File: config.mk
export PLATFORM = sky130hd
export DESIGN_NAME = ninebit_frame_tx
export DESIGN_NICKNAME = d
export VERILOG_FILES = /design/src/rtl/ftx_pkg.sv /design/src/rtl/ftx_rst_sync.sv /design/src/rtl/ftx_bit_clock.sv /design/src/rtl/ftx_shifter.sv /design/src/rtl/ftx_ctrl.sv /design/src/rtl/ninebit_frame_tx.sv
export SDC_FILE = /design/constraint.sdc
export NUM_CORES = 1
export LEC_CHECK = 0
export BUFFER_PORTS_ARGS = -buffer_cell sky130_fd_sc_hd__buf_2
export CAP_MARGIN = 30
export CELL_PAD_IN_SITES_DETAIL_PLACEMENT = 0
export CELL_PAD_IN_SITES_GLOBAL_PLACEMENT = 1
export CORE_MARGIN = 4
export CORE_UTILIZATION = 50
export CTS_BUF_LIST = sky130_fd_sc_hd__clkbuf_2
export DETAILED_ROUTE_END_ITERATION = 16
export HOLD_SLACK_MARGIN = 0.12
export PLACE_DENSITY_LB_ADDON = 0.1
export SLEW_MARGIN = 20
export SYNTH_ARGS = -nofsm -noshare
export SYNTH_HDL_FRONTEND = slang
export SYNTH_SLANG_ARGS = --single-unit
File: constraint.sdc
create_clock -name clk -period 2.2 [get_ports clk]
set_clock_uncertainty 0.15 [all_clocks]
set_input_delay 0.11 -clock clk [delete_from_list [all_inputs] [get_ports clk]]
set_output_delay 0.11 -clock clk [all_outputs]
set_load 0.03 [all_outputs]
File: src/rtl/ftx_pkg.sv
package ftx_pkg;
  typedef enum logic [1:0] {
    PH_IDLE  = 2'd0,
    PH_START = 2'd1,
    PH_DATA  = 2'd2
  } ftx_phase_e;
endpackage

File: src/rtl/ftx_rst_sync.sv
module ftx_rst_sync #(
  parameter int STAGES = 2
) (
  input  logic clk,
  input  logic rst_n_in,
  output logic rst_n_out
);
  logic [STAGES-1:0] sync_q;
  logic [STAGES-1:0] sync_d;

  assign sync_d = {sync_q[STAGES-2:0], 1'b1};

  always_ff @(posedge clk or negedge rst_n_in) begin
    if (!rst_n_in) sync_q <= '0;
    else           sync_q <= sync_d;
  end

  assign rst_n_out = sync_q[STAGES-1];
endmodule

File: src/rtl/ftx_bit_clock.sv
// Oversampling tick source and free-running divide-by-OVS counter.
module ftx_bit_clock #(
  parameter int OVS      = 16,
  parameter int FAST_DIV = 2,
  parameter int SLOW_DIV = 4
) (
  input  logic clk,
  input  logic rst_n,
  input  logic fixed_rate,
  input  logic rate_sel,
  input  logic ext_tick,
  output logic roll
);
  localparam int CNT_W = $clog2(OVS);
  localparam int PRE_W = (SLOW_DIV > 1) ? $clog2(SLOW_DIV) : 1;

  logic [PRE_W-1:0] pre_q, pre_d, pre_lim;
  logic [CNT_W-1:0] div_q, div_d;
  logic             pre_wrap, tick;

  assign pre_lim  = rate_sel ? PRE_W'(FAST_DIV - 1) : PRE_W'(SLOW_DIV - 1);
  assign pre_wrap = (pre_q >= pre_lim);
  assign pre_d    = pre_wrap ? '0 : pre_q + PRE_W'(1);
  assign tick     = fixed_rate ? pre_wrap : ext_tick;

  generate
    if ((OVS & (OVS - 1)) == 0) begin : g_pow2_wrap
      assign div_d = tick ? div_q + CNT_W'(1) : div_q;
    end else begin : g_cmp_wrap
      assign div_d = !tick ? div_q :
                     (div_q == CNT_W'(OVS - 1)) ? '0 : div_q + CNT_W'(1);
    end
  endgenerate

  assign roll = tick && (div_q == CNT_W'(OVS - 1));

  always_ff @(posedge clk or negedge rst_n) begin
    if (!rst_n) begin
      pre_q <= '0;
      div_q <= '0;
    end else begin
      pre_q <= pre_d;
      div_q <= div_d;
    end
  end
endmodule

File: src/rtl/ftx_shifter.sv
// Transmit shift register with zero-fill end-of-frame pattern detect.
module ftx_shifter #(
  parameter int DATA_W = 8
) (
  input  logic              clk,
  input  logic              rst_n,
  input  logic              load,
  input  logic [DATA_W-1:0] load_data,
  input  logic              load_ninth,
  input  logic              shift,
  input  logic              marker_in,
  output logic              ser_bit,
  output logic              last_seen,
  output logic [DATA_W:0]   sh_vec
);
  localparam int SH_W = DATA_W + 1;

  logic [SH_W-1:0] sh_q, sh_d;

  always_comb begin
    sh_d = sh_q;
    if (load)       sh_d = {load_ninth, load_data};
    else if (shift) sh_d = {marker_in, sh_q[SH_W-1:1]};
  end

  always_ff @(posedge clk or negedge rst_n) begin
    if (!rst_n) sh_q <= '0;
    else        sh_q <= sh_d;
  end

  // Marker one place above the output, only zeros above the marker.
  assign last_seen = sh_q[1] && (sh_q[SH_W-1:2] == '0);
  assign ser_bit   = sh_q[0];
  assign sh_vec    = sh_q;
endmodule

File: src/rtl/ftx_ctrl.sv
// Request, phase sequencing and done flag.
module ftx_ctrl
  import ftx_pkg::*;
(
  input  logic       clk,
  input  logic       rst_n,
  input  logic       roll,
  input  logic       wr_en,
  input  logic       ti_clr,
  input  logic       last_seen,
  output logic       load,
  output logic       shift,
  output logic       marker,
  output ftx_phase_e phase,
  output logic       ti
);
  ftx_phase_e phase_q, phase_d;
  logic       req_q, req_d;
  logic       armed_q, armed_d;
  logic       ti_q, ti_d;
  logic       set_ti;

  always_comb begin
    phase_d = phase_q;
    req_d   = req_q;
    armed_d = armed_q;
    load    = 1'b0;
    shift   = 1'b0;
    marker  = 1'b0;
    set_ti  = 1'b0;
    if (wr_en && !req_q && (phase_q == PH_IDLE)) begin
      load  = 1'b1;
      req_d = 1'b1;
    end
    if (roll) begin
      case (phase_q)
        PH_IDLE: begin
          if (req_q) begin
            phase_d = PH_START;
            req_d   = 1'b0;
          end
        end
        PH_START: begin
          phase_d = PH_DATA;
          armed_d = 1'b0;
        end
        PH_DATA: begin
          shift   = 1'b1;
          marker  = !armed_q;
          armed_d = 1'b1;
          if (armed_q && last_seen) begin
            phase_d = PH_IDLE;
            set_ti  = 1'b1;
          end
        end
        default: phase_d = PH_IDLE;
      endcase
    end
    if (set_ti)      ti_d = 1'b1;
    else if (ti_clr) ti_d = 1'b0;
    else             ti_d = ti_q;
  end

  always_ff @(posedge clk or negedge rst_n) begin
    if (!rst_n) begin
      phase_q <= PH_IDLE;
      req_q   <= 1'b0;
      armed_q <= 1'b0;
      ti_q    <= 1'b0;
    end else begin
      phase_q <= phase_d;
      req_q   <= req_d;
      armed_q <= armed_d;
      ti_q    <= ti_d;
    end
  end

  assign phase = phase_q;
  assign ti    = ti_q;
endmodule

File: src/rtl/ninebit_frame_tx.sv
module ninebit_frame_tx
  import ftx_pkg::*;
#(
  parameter int DATA_W   = 8,
  parameter int OVS      = 16,
  parameter int FAST_DIV = 2,
  parameter int SLOW_DIV = 4
) (
  input  logic              clk,
  input  logic              rst_n,
  input  logic              fixed_rate,
  input  logic              rate_sel,
  input  logic              ext_tick,
  input  logic              wr_en,
  input  logic [DATA_W-1:0] wr_data,
  input  logic              wr_ninth,
  input  logic              ti_clr,
  output logic              txd,
  output logic              ti,
  output logic              sending
);
  logic            rst_sync_n;
  logic            roll;
  logic            load, shift, marker;
  logic            ser_bit, last_seen;
  logic [DATA_W:0] sh_vec;
  ftx_phase_e      phase;

  ftx_rst_sync #(.STAGES(2)) u_rst (
    .clk(clk), .rst_n_in(rst_n), .rst_n_out(rst_sync_n)
  );

  ftx_bit_clock #(.OVS(OVS), .FAST_DIV(FAST_DIV), .SLOW_DIV(SLOW_DIV)) u_clkgen (
    .clk(clk), .rst_n(rst_sync_n), .fixed_rate(fixed_rate),
    .rate_sel(rate_sel), .ext_tick(ext_tick), .roll(roll)
  );

  ftx_shifter #(.DATA_W(DATA_W)) u_shift (
    .clk(clk), .rst_n(rst_sync_n), .load(load), .load_data(wr_data),
    .load_ninth(wr_ninth), .shift(shift), .marker_in(marker),
    .ser_bit(ser_bit), .last_seen(last_seen), .sh_vec(sh_vec)
  );

  ftx_ctrl u_ctrl (
    .clk(clk), .rst_n(rst_sync_n), .roll(roll), .wr_en(wr_en),
    .ti_clr(ti_clr), .last_seen(last_seen), .load(load), .shift(shift),
    .marker(marker), .phase(phase), .ti(ti)
  );

  always_comb begin
    case (phase)
      PH_START: txd = 1'b0;
      PH_DATA:  txd = ser_bit;
      default:  txd = 1'b1;
    endcase
  end

  assign sending = (phase != PH_IDLE);
endmodule

==> results.tsv <==
metric	value	unit
port buffer count	18	
Worst Setup SP	rate_sel	
Tot Pwr	0.00159	W
Worst setup SP type	input pin	
worst reg2reg startpoint	u_clkgen.pre_q[1]	
Die X	55.5	um
Vias/cell	4.90	
Max Clock Freq	486	MHz
period utilisation layout	93.6	%
routability-driven placement congestion ratio	0.670	
clk buf depth	2	
Die ar.	3080	um^2
VDD IR max	0.000756	V
pin count of the biggest net entering global routing	21	
antenna viol nets, final	0	
Worst slew margin	47.7	%
Mapped Nets	110	
diode count	0	
post-synthesis cell area	1130	um^2
Max Cap Viol	0	
Area Overhead vs Synth	30.1	%
1st-iter DRT viols	7	
clk sinks	22	
CP max FO	9	
Avg Synthesized Cell Area	13.0	um^2
first-pass GRT wire length	3400	um
area leader, netlist	dfrtp_1	
TritonCTS clock tree	built	
DR WL/cell	12.5	um
num ports	19	
Worst EP arrival	2.14	ns
minimum period implied by the final worst setup slack	2.06	ns
share of the synthesized area in the top cell type	48.8	%
Worst Max-Slew Pin Slew	0.785	ns
DP Area	1260	um^2
fillcell total	164	
Area contributors post-synth	dfrtp_1 49%, mux2_2 17%, ha_1 7.8%, mux2_4 2.7%, mux2_1 2.0%	
drt pass-1 iters	4	
vias in the first global route	808	
Synth Instances	87	
Seq/Total Area, Yosys	48.8	%
WL final	1920	um
Ys Warns	0	
Setup CP Type	input pin to register	
H-tree depth	1	
Power Density	1080	nW/um^2
Remaining DRCs	0	
total CTS buffers	3	
cts repair resizes	0	
GRT met3 Usage	3.03	%
Core Rows	16	
post-route core utilization	71.8	%
Core Region	2040	um^2
total negative slack	0	ns
layout cell share with drive strength beyond 1	38.9	%
CTS clock-pin slew for the worst setup and hold paths	0.21	ns
max-slew violations	0	
clock root cell	clkbuf_2	
Setup Viol. Count Final	0	
cell area after layout	1470	um^2
via count	749	
HPWL Detailed	1390	um
hold slack final	0.186	ns
initial antenna violation count	0	
M1 GR Usage	16.3	%
gr busiest metal	met2	
initial core utilization	55.2	%
Final Hold Fails	0	
gr usage total	13.9	%
Die H	55.5	um
Worst Hold Class	register to asynchronous set/reset pin	
Yosys reg bits	22	
RSZ-0062 raised after global routing	false	
Required @ worst endpoint	2.28	ns
Critical Path End Type	register	
Final #Nets	150	
met2 Track Usage GR	23.5	%
global route overflow	0	
status	complete, no violations	
worst-skew pair later-pin latency	0.32	ns
Unique masters post-synth	27	
Lkg Pwr	0.674	nW
## layout make-up
class / count / area (um^2) / area share, %
Multi-Input combinational cell: 59 / 553 / 37.7
Sequential cell: 22 / 551 / 37.5
Tap cell: 27 / 33.8 / 2.30
Clock buffer: 3 / 15.0 / 1.02
Inverter: 5 / 18.8 / 1.28
Timing Repair Buffer: 36 / 265 / 18.1
Clock inverter: 1 / 30.0 / 2.05
## registers in the layout, indices dropped and copies added (netlist names)
name and count:
u_shift.sh_vec 9, u_clkgen.pre_q 2, u_ctrl.req_q 1, u_ctrl.phase 2
u_ctrl.ti 1, u_clkgen.div_q 4, u_rst.sync_q 2, u_ctrl.armed_q 1
## timing repair
action	in CTS	in global routing
setup buffers	0	0
hold buffers	16	0
hold endpoints to repair	21	0
## cells in the final DEF (no fill, tap or decap), drive strengths merged, types with 2 or more instances in the layout
cell type	n
a21oi	4
clkbuf	3
buf	20
dlygate4sd3	16
ha	7
mux2	21
xnor2	2
inv	5
nand2	4
dfrtp	22
o21ai	2
nor2	6
## stage by stage
stage	cells	setup slack, ns
4_1_cts	153	0.127
5_1_grt	153	0.0455
3_5_place_dp	133	0.161
3_3_place_gp	133	0.202
6_report	153	0.141
2_1_floorplan	87	0.293
## critical path, cell delays in order
cell	delay, ns
dlygate4sd3_1	0.53
buf_2	0.12
ha_1	0.31
a21oi_2	0.21
a211oi_4	0.12
a21boi_4	0.35
mux2_2	0.39
## where the power goes
| part | internal (W) | leakage [nW] | switching, W |
|---|---|---|---|
| clock network | 0.000157 | 0.0266 | 0.000119 |
| registers | 0.000564 | 0.262 | 0.000132 |
| logic | 0.000345 | 0.386 | 0.000273 |
## synth_stat cells
cell type / n
nor2_1: 6
nor4_1: 1
inv_1: 5
nand3_1: 1
xnor2_1: 2
ha_1: 7
a211oi_4: 1
dfrtp_1: 22
mux2_4: 2
and4b_1: 1
nand2_1: 4
nand4_1: 1
a21oi_1: 3
o21ai_0: 1
nor3b_1: 1
a21bo_2: 1
mux2i_1: 1
buf_2: 1
a21boi_4: 1
mux2_1: 2
a21oi_2: 1
nand3b_1: 1
conb_1: 1
mux2_2: 17
o21ai_2: 1
xor2_1: 1
o221ai_2: 1
## worst paths after layout
kind	endpoint	slack (ns)	cells past startpoint
worst min register to register	u_shift.sh_vec[7]	0.19	0
worst min-delay path	u_shift.sh_vec[7]	0.19	0
worst max-delay path	u_shift.sh_vec[2]	0.14	7
max in group asynchronous	u_shift.sh_vec[3]	1.23	0
min in group clk	u_rst.sync_q[1]	0.24	0
worst max register to register	u_shift.sh_vec[2]	0.15	5
## per-layer routing
metal  part of all wire, %  up-vias
li1                      -      380
met1                    45      355
met2                    50       12
met3                   3.5        2
met4                   1.1        0
met5                     0        -
## logic make-up (layout without fill, tap and decap cells)
logic type	after synthesis	after routing	share of synthesized area, %
adders and majority gates	7	7	7.77
other	1	1	0.333
buffers and inverters	6	45	2.11
AOI/OAI and AO/OA	10	10	8.99
muxes	22	22	22.5
DFF	22	22	48.8
and+or+nand+nor	16	16	7.10
xor gates and xnor gates	3	3	2.33
Note: power is estimated with default switching activity, not from simulation.
